--- config.mk ---
export PLATFORM = sky130hd
export DESIGN_NAME = hwl_halfword_load
export DESIGN_NICKNAME = d
export VERILOG_FILES = /design/src/rtl/hwl_pkg.sv /design/src/rtl/hwl_line_store.sv /design/src/rtl/hwl_region_map.sv /design/src/rtl/hwl_halfword_load.sv
export SDC_FILE = /design/constraint.sdc
export NUM_CORES = 2
export LEC_CHECK = 0
export ABC_CLOCK_PERIOD_IN_PS = 6500
export CORE_UTILIZATION = 58
export CTS_CLUSTER_SIZE = 16
export DETAILED_ROUTE_END_ITERATION = 10
export GPL_TIMING_DRIVEN = 0
export HOLD_SLACK_MARGIN = 0.02
export PLACE_DENSITY_LB_ADDON = 0.08
export REMOVE_ABC_BUFFERS = 1
export SETUP_SLACK_MARGIN = 0.15
export SLEW_MARGIN = 20
export SYNTH_ARGS = -nofsm -noshare
export SYNTH_HDL_FRONTEND = slang
export SYNTH_SLANG_ARGS = --single-unit
--- constraint.sdc ---
create_clock -name clk -period 6.5 [get_ports clk]
set_input_delay 0.65 -clock clk [delete_from_list [all_inputs] [get_ports clk]]
set_output_delay 0.65 -clock clk [all_outputs]
set_load 0.02 [all_outputs]
--- src/rtl/hwl_pkg.sv ---
package hwl_pkg;
  typedef enum logic [1:0] {
    RGN_RAM  = 2'd0,
    RGN_ROM  = 2'd1,
    RGN_CON  = 2'd2,
    RGN_NONE = 2'd3
  } region_e;

  typedef enum logic {
    ST_IDLE,
    ST_MEM
  } state_e;
endpackage

--- src/rtl/hwl_line_store.sv ---
module hwl_line_store #(
  parameter int LINES  = 16,
  parameter int TAG_W  = 30,
  parameter int WORD_W = 32,
  localparam int IDX_W = $clog2(LINES)
) (
  input  logic              clk,
  input  logic              rst,
  input  logic              wr_en,
  input  logic [IDX_W-1:0]  wr_idx,
  input  logic [TAG_W-1:0]  wr_tag,
  input  logic [WORD_W-1:0] wr_word,
  input  logic [IDX_W-1:0]  rd_idx,
  input  logic [TAG_W-1:0]  rd_tag,
  input  logic              isolate,
  output logic              hit,
  output logic [WORD_W-1:0] rd_word
);
  logic [LINES-1:0]  valid_q;
  logic [TAG_W-1:0]  tag_mem  [LINES];
  logic [WORD_W-1:0] word_mem [LINES];

  // valid bits need reset, so they live in flops
  always_ff @(posedge clk) begin
    if (rst) valid_q <= '0;
    else if (wr_en) valid_q[wr_idx] <= 1'b1;
  end

  // tag and word arrays carry no reset, so they can map to distributed RAM
  always_ff @(posedge clk) begin
    if (wr_en) begin
      tag_mem[wr_idx]  <= wr_tag;
      word_mem[wr_idx] <= wr_word;
    end
  end

  assign rd_word = word_mem[rd_idx];
  assign hit     = isolate | (valid_q[rd_idx] & (tag_mem[rd_idx] == rd_tag));

  // a fill leaves its line valid
  a_r11_fill_sets_valid: assert property (@(posedge clk) disable iff (rst)
    wr_en |=> valid_q[$past(wr_idx)]);
endmodule

--- src/rtl/hwl_region_map.sv ---
module hwl_region_map
  import hwl_pkg::*;
#(
  parameter int          ADDR_W   = 32,
  parameter logic [31:0] RAM_BASE = 32'h0000_0000,
  parameter logic [31:0] RAM_TOP  = 32'h003F_FFFF,
  parameter logic [31:0] ROM_BASE = 32'h1FC0_0000,
  parameter logic [31:0] ROM_TOP  = 32'h1FC7_FFFF,
  parameter logic [31:0] CON_BASE = 32'h1FD0_0000,
  parameter logic [31:0] CON_TOP  = 32'h1FD0_00FF
) (
  input  logic              clk,
  input  logic              rst,
  input  logic [ADDR_W-1:0] addr,
  output region_e           region,
  output logic [ADDR_W-1:0] offset
);
  logic in_ram, in_rom, in_con;

  // RAM has only an upper limit: everything below it belongs to RAM
  assign in_ram = (addr <= RAM_TOP[ADDR_W-1:0]);
  assign in_rom = (addr >= ROM_BASE[ADDR_W-1:0]) && (addr <= ROM_TOP[ADDR_W-1:0]);
  assign in_con = (addr >= CON_BASE[ADDR_W-1:0]) && (addr <= CON_TOP[ADDR_W-1:0]);

  always_comb begin
    region = RGN_NONE;
    offset = '0;
    if (in_ram) begin
      region = RGN_RAM;
      offset = addr - RAM_BASE[ADDR_W-1:0];
    end else if (in_rom) begin
      region = RGN_ROM;
      offset = addr - ROM_BASE[ADDR_W-1:0];
    end else if (in_con) begin
      region = RGN_CON;
      offset = addr - CON_BASE[ADDR_W-1:0];
    end
  end

  // windows must not overlap, so at most one claims an address
  a_r7_windows_disjoint: assert property (@(posedge clk) disable iff (rst)
    $onehot0({in_ram, in_rom, in_con}));
endmodule

--- src/rtl/hwl_halfword_load.sv ---
module hwl_halfword_load
  import hwl_pkg::*;
#(
  parameter int          LINES    = 16,
  parameter logic [31:0] RAM_BASE = 32'h0000_0000,
  parameter logic [31:0] RAM_TOP  = 32'h003F_FFFF,
  parameter logic [31:0] ROM_BASE = 32'h1FC0_0000,
  parameter logic [31:0] ROM_TOP  = 32'h1FC7_FFFF,
  parameter logic [31:0] CON_BASE = 32'h1FD0_0000,
  parameter logic [31:0] CON_TOP  = 32'h1FD0_00FF,
  localparam int ADDR_W = 32,
  localparam int HALF_W = 16,
  localparam int WORD_W = 2 * HALF_W,
  localparam int TAG_W  = ADDR_W - 2,
  localparam int IDX_W  = $clog2(LINES)
) (
  input  logic              clk,
  input  logic              rst,
  input  logic              req,
  input  logic [ADDR_W-1:0] vaddr,
  input  logic [ADDR_W-1:0] paddr,
  input  logic              cacheable,
  input  logic              is_instr,
  input  logic              swap_caches,
  input  logic              isolate_caches,
  input  logic              fill_en,
  input  logic              fill_icache,
  input  logic [IDX_W-1:0]  fill_index,
  input  logic [TAG_W-1:0]  fill_tag,
  input  logic [WORD_W-1:0] fill_word,
  output logic              mem_req,
  output logic [1:0]        mem_region,
  output logic [ADDR_W-1:0] mem_offset,
  input  logic              mem_rvalid,
  input  logic [7:0]        mem_rbyte0,
  input  logic [7:0]        mem_rbyte1,
  output logic              done,
  output logic              err,
  output logic [HALF_W-1:0] rdata
);
  logic [1:0]        bank_hit;
  logic [WORD_W-1:0] bank_word [2];
  logic              sel_icache;
  logic              lk_hit;
  logic [WORD_W-1:0] lk_word;
  logic [HALF_W-1:0] lk_half;
  region_e           rgn;
  logic [ADDR_W-1:0] rgn_off;
  state_e            state_q;
  logic              done_q, err_q, mem_req_q;
  logic [HALF_W-1:0] data_q;
  region_e           region_q;
  logic [ADDR_W-1:0] offset_q;
  logic              take;

  // bank 0 = data cache, bank 1 = instruction cache
  for (genvar b = 0; b < 2; b++) begin : g_bank
    hwl_line_store #(.LINES(LINES), .TAG_W(TAG_W), .WORD_W(WORD_W)) u_store (
      .clk     (clk),
      .rst     (rst),
      .wr_en   (fill_en && (fill_icache == (b == 1))),
      .wr_idx  (fill_index),
      .wr_tag  (fill_tag),
      .wr_word (fill_word),
      .rd_idx  (paddr[IDX_W+1:2]),
      .rd_tag  (vaddr[ADDR_W-1:2]),
      .isolate (isolate_caches),
      .hit     (bank_hit[b]),
      .rd_word (bank_word[b])
    );
  end

  assign sel_icache = is_instr ^ swap_caches;
  assign lk_hit     = bank_hit[sel_icache];
  assign lk_word    = bank_word[sel_icache];
  assign lk_half    = vaddr[1] ? lk_word[HALF_W-1:0] : lk_word[WORD_W-1:HALF_W];

  hwl_region_map #(
    .ADDR_W(ADDR_W), .RAM_BASE(RAM_BASE), .RAM_TOP(RAM_TOP),
    .ROM_BASE(ROM_BASE), .ROM_TOP(ROM_TOP), .CON_BASE(CON_BASE), .CON_TOP(CON_TOP)
  ) u_map (
    .clk    (clk),
    .rst    (rst),
    .addr   (paddr),
    .region (rgn),
    .offset (rgn_off)
  );

  assign take = req && (state_q == ST_IDLE);

  always_ff @(posedge clk) begin
    if (rst) begin
      state_q   <= ST_IDLE;
      done_q    <= 1'b0;
      err_q     <= 1'b0;
      data_q    <= '0;
      mem_req_q <= 1'b0;
      region_q  <= RGN_RAM;
      offset_q  <= '0;
    end else begin
      done_q <= 1'b0;
      err_q  <= 1'b0;
      unique case (state_q)
        ST_IDLE: if (req) begin
          if (paddr[0]) begin
            done_q <= 1'b1;
            err_q  <= 1'b1;
            data_q <= '0;
          end else if (cacheable && lk_hit) begin
            done_q <= 1'b1;
            data_q <= lk_half;
          end else if (rgn == RGN_NONE) begin
            done_q <= 1'b1;
            err_q  <= 1'b1;
            data_q <= '0;
          end else begin
            mem_req_q <= 1'b1;
            region_q  <= rgn;
            offset_q  <= rgn_off;
            state_q   <= ST_MEM;
          end
        end
        ST_MEM: if (mem_rvalid) begin
          mem_req_q <= 1'b0;
          done_q    <= 1'b1;
          data_q    <= {mem_rbyte0, mem_rbyte1};
          state_q   <= ST_IDLE;
        end
        default: state_q <= ST_IDLE;
      endcase
    end
  end

  assign mem_req    = mem_req_q;
  assign mem_region = region_q;
  assign mem_offset = offset_q;
  assign done       = done_q;
  assign err        = err_q;
  assign rdata      = data_q;

  // odd address ends with an error and never reaches memory
  a_r1_odd_addr_error: assert property (@(posedge clk) disable iff (rst)
    take && paddr[0] |=> done_q && err_q && !mem_req_q);

  // a hit completes next cycle without a memory read
  a_r2_hit_no_memory: assert property (@(posedge clk) disable iff (rst)
    take && !paddr[0] && cacheable && lk_hit |=> done_q && !err_q && !mem_req_q);

  // pending read holds its region and offset
  a_r8_request_held: assert property (@(posedge clk) disable iff (rst)
    mem_req_q && !mem_rvalid |=> mem_req_q && $stable(offset_q) && $stable(region_q));

  // completion and a pending read never overlap
  a_r8_done_clears_req: assert property (@(posedge clk) disable iff (rst)
    done_q |-> !mem_req_q);

  // unmapped miss ends in an error
  a_r9_unmapped_error: assert property (@(posedge clk) disable iff (rst)
    take && !paddr[0] && !(cacheable && lk_hit) && (rgn == RGN_NONE)
      |=> done_q && err_q && !mem_req_q);
endmodule

After elaboration in Yosys (flattened, before gate mapping)
Memory sizes are Yosys's and may differ from the RTL's.
Index checks and enable logic that the tools add are counted.
- reductions and logical operators: 10
- mux-type cells: 48
- $add $sub $neg: 2
- magnitude comparators: 10
- equality and inequality tests: 9
- bitwise gates (word level): 14
- operators by type and width (cell ; number):
    $mux W32 ; 6
    $mux W16 ; 6
    $ge A32 B29 Y1 const B ; 2
    $le A32 B29 Y1 const B ; 2
    $sub A32 B29 Y32 const B ; 2
    $eq A30 B30 Y1 ; 2
    $le A32 B22 Y1 const B ; 1
    $or A16 B16 Y16 ; 2
    $pmux W16 S2 ; 1
    $mux W1 ; 27
    $lt A4 B5 Y1 const B ; 2
    $ne A2 B2 Y1 const B ; 5
    $reduce_and A5 Y1 ; 2
    $bmux W1 S4 ; 2
    $logic_and A1 B1 Y1 ; 6
    $not A1 Y1 ; 6
    $pmux W1 S2 ; 3
    $demux W1 S4 ; 1
    $ge A4 B1 Y1 const B ; 1
    $mux W2 ; 2
    $ne A4 B2 Y1 const B ; 1
    $reduce_and A3 Y1 ; 1
    $reduce_or A3 Y1 ; 1
    $and A1 B1 Y1 ; 2
    other kinds (6) ; 7
- output and inout port bits: 53
- RAM bits: 1984
- input port bits: 156
- flip-flop bits (word level): 86
- word-level logic and storage cells: 106
- memories kept: 4
- memories (memory ; words ; width ; rd ports ; clocked after memory_dff ; write ports ; line ; RTL):
    g_bank[0].u_store.word_mem ; 16 ; 32 ; 1 ; 0 ; 1 ; hwl_line_store.sv:21 ; logic [WORD_W-1:0] word_mem [LINES];
    g_bank[1].u_store.word_mem ; 16 ; 32 ; 1 ; 0 ; 1 ; hwl_line_store.sv:21 ;
    g_bank[0].u_store.tag_mem ; 16 ; 30 ; 1 ; 0 ; 1 ; hwl_line_store.sv:20 ; logic [TAG_W-1:0] tag_mem [LINES];
    g_bank[1].u_store.tag_mem ; 16 ; 30 ; 1 ; 0 ; 1 ; hwl_line_store.sv:20 ;

Logic depth before layout (Yosys ltp)
- depth after elaboration: 11
- mapped depth: 17

By module
From an unflattened synthesis, not the netlist that was laid out.
- cells, all modules: 3783
- area, all modules: 81393.1 sq um
- by module, submodules not included (module ; area an instance (sq um) ; times used ; cells an instance ; seq. area each (sq um)):
    hwl_line_store (g_bank[1].u_store) ; 39080.0 ; 1 ; 1734 ; 30108.9
    hwl_line_store (g_bank[0].u_store) ; 38871.0 ; 1 ; 1656 ; 30108.9
    hwl_halfword_load ; 2766.4 ; 1 ; 294 ; 1081.0
    hwl_region_map ; 675.6 ; 1 ; 99 ; 0.0

Least setup slack after synthesis
OpenSTA, ideal clock, no wires.
- path type: input -> register
- from: input port fill_index[3]
- to: memory g_bank[1].u_store.tag_mem[12][0] (enable)
- path buffers: 1
- setup slack: 0.553 ns
- arrival time: 5.387 ns
- setup time: 0.560 ns
- stages: 3
- path through: clkbuf_1 > nand4_1 > nor3_1
- RTL lines (element ; line ; RTL):
    start: declaration ; hwl_halfword_load.sv:28 ; input logic [IDX_W-1:0] fill_index,
    end: declaration ; hwl_line_store.sv:20 ;
No word-level cell before the write port.

Worst setup path in the final report
- from: input port paddr[2]
- to: register data_q[8] (netlist: rdata[8])
- word-level cells in the longest chain between the ends: 11
- elaborated cells between the ends (all ways): 38
- classes of those cells: order compare (5); eq/ne (4); mux (17); bitwise (4); reduce/logical (4); memory (4)
- ends and longest elaborated chain (element ; line ; RTL):
    start: declaration ; hwl_halfword_load.sv:21 ; input logic [ADDR_W-1:0] paddr,
    $mem_v2 Z16 W30 / $bmux W1 S4 (equally long branches) ; n/a ;
    $eq A30 B30 Y1 / $mux W1 (equally long branches) ; hwl_line_store.sv:38 ; assign hit = isolate | (valid_q[rd_idx] & (tag_mem[rd_idx] == rd_tag));
    $and A1 B1 Y1 ; hwl_line_store.sv:38 ;
    $or A1 B1 Y1 ; hwl_line_store.sv:38 ;
    $mux W1 (implied by the code) (2 in series) ; hwl_halfword_load.sv:74 ; assign lk_hit = bank_hit[sel_icache];
    $logic_and A1 B1 Y1 ; hwl_halfword_load.sv:109 ; end else if (cacheable && lk_hit) begin
    $mux W16 ; hwl_halfword_load.sv:109 ;
    $mux W16 ; hwl_halfword_load.sv:105 ; if (paddr[0]) begin
    $mux W16 ; hwl_halfword_load.sv:104 ; ST_IDLE: if (req) begin
    $pmux W16 S2 ; hwl_halfword_load.sv:103 ; unique case (state_q)
    end signal: assignment ; hwl_halfword_load.sv:111 ; data_q <= lk_half;
    end signal: assignment ; hwl_halfword_load.sv:126 ; data_q <= {mem_rbyte0, mem_rbyte1};
    end: declaration ; hwl_halfword_load.sv:51 ; logic [HALF_W-1:0] data_q;
Several ways; a longest one is shown, not always the timed one. The select of a mux whose other input is x is not followed.
A chain may end at the register's enable or synchronous reset.

==> run summary <==
### STA
* fmax: 165.8 MHz
* minimum clock period after layout: 6.032 ns
* final-report hold violation count: 0
* Clock Skew: 0.02017 ns
* crit share post-route: 92.79%
* Slew @ Worst Pin: 1.168 ns
* Worst Hold Slack: 0.2592 ns
* number of pins with negative max-slew slack in the final report: 0
* Finish-stage setup viols: 0
* min setup slack post-route: 0.4684 ns
* setup repair after global routing missed its margin: no
* Slew headroom: 21.88%

### Floorplanning
* die span in y: 374.7 um
* number of standard-cell rows in the floorplan: 136
* width of the die: 374.7 um
* effective utilization at floorplan: 58.53%
* count of boundary I/O pins: 209
* core footprint: 0.1377 mm^2
* Total Die Area: 0.1404 mm^2

### Synth
* Synth area leaders: edfxtp_1 (74%), mux4_2 (15%), mux2i_1 (2.2%)
* sequential fraction of the synthesis area: 76.08%
* Post-synth EDFFs: 1984
* area share of fa/ha/maj cells after synthesis: 0.1087%
* leading register cell type out of synthesis: edfxtp_1
* post-synthesis cell area: 0.08058 mm^2
* number of distinct library cell variants in the gate-level netlist after synthesis: 78
* compound-gate portion of the synthesized area: 2.137%
* number of synthesized register bits: 2070
* area leader, netlist: edfxtp_1
* combinational family with the most area after synthesis: multiplexers
* simple logic cell fraction of the synthesized area: 1.921%
* synthesized instance count: 3651
* top cell type's share of synthesized area: 73.94%
* synthesized-area fraction occupied by xor and xnor cells: 0.8261%
* Mapped Avg Cell Area: 22.07 um^2
* Yosys warning total: 0
* asr flop ratio synth: 0%
* post-synthesis mux area share: 17.50%

### Global routing
* overflow left after global routing: 0
* global-route wire length before repair: 297.2 mm
* via count of the first global-routing pass: 41662
* global routing usage summed across all routing layers: 30.11%
* pin count of the biggest net entering global routing: 90
* antenna violations before repair: 11

### Pwr
* Cell Int Power: 0.02178 W
* power per unit of standard cell area: 290.4 mW/mm^2
* proportion of power drawn by flip-flops and latches: 53.9%
* Sw Ratio: 20.75%
* leakage dissipation: 30.25 nW
* clock power share: 40.1%
* Psw: 0.005701 W
* Logic pwr share: 5.9%
* Total Power: 0.02748 W
* worst supply voltage drop on vdd: 0.3263 mV

### Worst setup path
* critical path start-end classification: input port to flop
* r2r startpoint: g_bank[1].u_store.tag_mem[0][16]$_DFFE_PP_
* launching element of the worst setup path: paddr[2]
* most frequent cell on the critical path: buf_16
* Reg-to-Reg End: rdata[8]$_SDFFE_PP0P_
* crit path capture: rdata[8]$_SDFFE_PP0P_
* data arrival at the endpoint of the critical path: 6.70 ns
* critical path capture point type: flop
* r2r setup slk: 1.58 ns
* critical-path maximum fanout: 59
* cell count of the worst reg-to-reg path: 10
* critical path required time: 7.17 ns
* worst path cell trace: buf_8 > buf_16 > buf_16 > buf_16 > and2_2 > a22oi_1 > a31oi_1 > nand4_1 > or4b_4 > a2111oi_4 > a41oi_4 > a21oi_4 > or2_2 > buf_16 > a211oi_1
* crit path max-delay cell type: and2_2
* critical path launch point type: input port
* CP max stage delay: 0.70 ns

### CTS
* number of CTS-inserted buffers: 199
* clock-pin transition on the worst setup and hold timing paths: 0.06 ns
* master cell of the clock root buffer: clkbuf_16
* TritonCTS clock tree: done
* number of levels in the clock H-tree: 4
* total clock sinks: 2070
* clock insertion delay at the later pin of the skew report: 0.81 ns
* deepest clock path buffer count: 3

### Finish
* post-layout instance area: 0.09462 mm^2
* fin nets: 4275
* proportion of layout cells with a drive suffix above 1: 26.95%
* most common cell after layout, fill and taps aside: edfxtp_1
* Synth-to-Final Area Change: 17.43%
* footprint of the multi-input gates: 0.01839 mm^2
* number of inserted filler cells in the final layout: 8282
* Seq. cell area: 0.06130 mm^2
* core utilization of the finished layout: 68.73%
* top library cells by usage in the layout, fill and taps aside: edfxtp_1 (1984), mux4_2 (531), clkbuf_16 (205), clkdlybuf4s50_1 (198), mux2i_1 (175)

### Routing
* Detailed Routing Iterations Pass 1: 6
* vias per std cell: 6.639
* final routed DRC violation total: 0
* post-detailed-route wirelength per cell: 34.16 um
* antenna-violating nets left: 0
* Starting DRT DRC Count: 4934
* via total after detailed routing: 40318
* overall routed net length: 207.4 mm

### Placed design
* post-detailed-placement half-perimeter wirelength: 136.7 mm
* final weighted congestion of routability-driven global placement: 0.8580
* pre-CTS setup slack: -0.3793 ns
* instance area at placement: 0.08842 mm^2
* number of buffer cells added on primary ports: 207

### Run
* number of maximum-capacitance constraint violations: 0

### Min path
* type of the most critical hold path: input port to flop
* worst min-delay path startpoint: rst

### Status
* result of the run: finished, final reports clean

-- worst min-delay path by stage --
stage	end	slack [ns]	cells after the start
2_1_floorplan	g_bank[1].u_store.valid_q[11]$_SDFFE_PP0P_	0.43	2
3_3_place_gp	mem_offset[0]$_SDFFE_PP0P_	0.44	1
3_5_place_dp	mem_offset[0]$_SDFFE_PP0P_	0.45	1
4_1_cts	mem_offset[4]$_SDFFE_PP0P_	0.21	2
5_1_grt	mem_offset[4]$_SDFFE_PP0P_	0.25	2
6_report	mem_offset[4]$_SDFFE_PP0P_	0.26	2
-- layout make-up --
type	instances	share of cell area (%)
sequential	2070	64.79
timing repair buffer	452	6.772
multi-input combinational	1367	19.44
antenna	5	0.01322
tap	1794	2.372
inverter	22	0.09521
clock buffer	274	5.833
clock inverter	89	0.6890
-- power by group through the flow --
stage	combinational [W]	sequential [W]	clock [W]
after floorplan	0.000716	0.0151	0
after global placement	0.00243	0.0151	0
after detailed placement	0.00162	0.0151	0
after CTS	0.00163	0.0148	0.0111
after global routing	0.00171	0.0148	0.0116
final	0.00163	0.0148	0.0110
-- registers in the layout (all words and copies together) (netlist names) --
name and cells:
done 1, err 1, g_bank.u_store.tag_mem 960, g_bank.u_store.valid_q 32, g_bank.u_store.word_mem 1024, mem_offset 32
mem_region 2, mem_req 1, rdata 16, state_q 1
-- logic make-up after synthesis --
kind of cell               count (synthesis)
AOI/OAI and AO/OA                        217
muxes                                    741
DFF                                     2070
buffers and inverters                    214
and+or+nand+nor                          326
adders and majority gates                  7
xor gates and xnor gates                  76
-- worst max-delay path, delay by kind of cell --
| family | cells | cell delay [ns] |
|---|---|---|
| and+or+nand+nor | 4 | 2.00 |
| buffers and inverters | 5 | 1.54 |
| AOI/OAI and AO/OA | 6 | 2.18 |
-- metal layers --
layer	track usage [%]	vias to the layer above	share of wire, %
met2	49.70	2112	50
met5	0	-	0.041
met3	6.205	382	8.9
li1	-	16322	-
met1	40.85	21490	38
met4	9.225	12	3.0
-- cells in the mapped netlist (8+ instances only) --
master / number
nor2_1: 141
nand2b_1: 13
edfxtp_1: 1984
clkbuf_1: 74
o22ai_1: 27
and3_1: 8
a22o_1: 10
inv_1: 22
dfxtp_1: 86
nor2b_1: 10
buf_4: 31
nor4_1: 12
a211oi_1: 18
buf_1: 12
buf_2: 55
mux2_2: 34
xnor2_1: 61
mux2i_1: 175
o21ai_0: 16
a21oi_1: 15
and2_1: 8
a221oi_1: 13
xor2_1: 15
buf_6: 17
nor3_1: 44
nand2_1: 46
mux4_2: 531
a22oi_1: 42
nand3_1: 10
nand4_1: 9
-- stage by stage --
step | cells | TNS (ns)
after floorplan | 3459 | 0
after global placement | 5460 | -
after detailed placement | 5703 | -3.158
after CTS | 6066 | 0
after global routing | 6071 | 0
final | 6073 | 0
-- what timing repair did --
item	4_1_cts	5_1_grt
hold buffers	0	0
endpoints found under the setup margin	0	11
resized for setup	0	1
buffers inserted	0	2
Power figures use the tool's default switching activity.
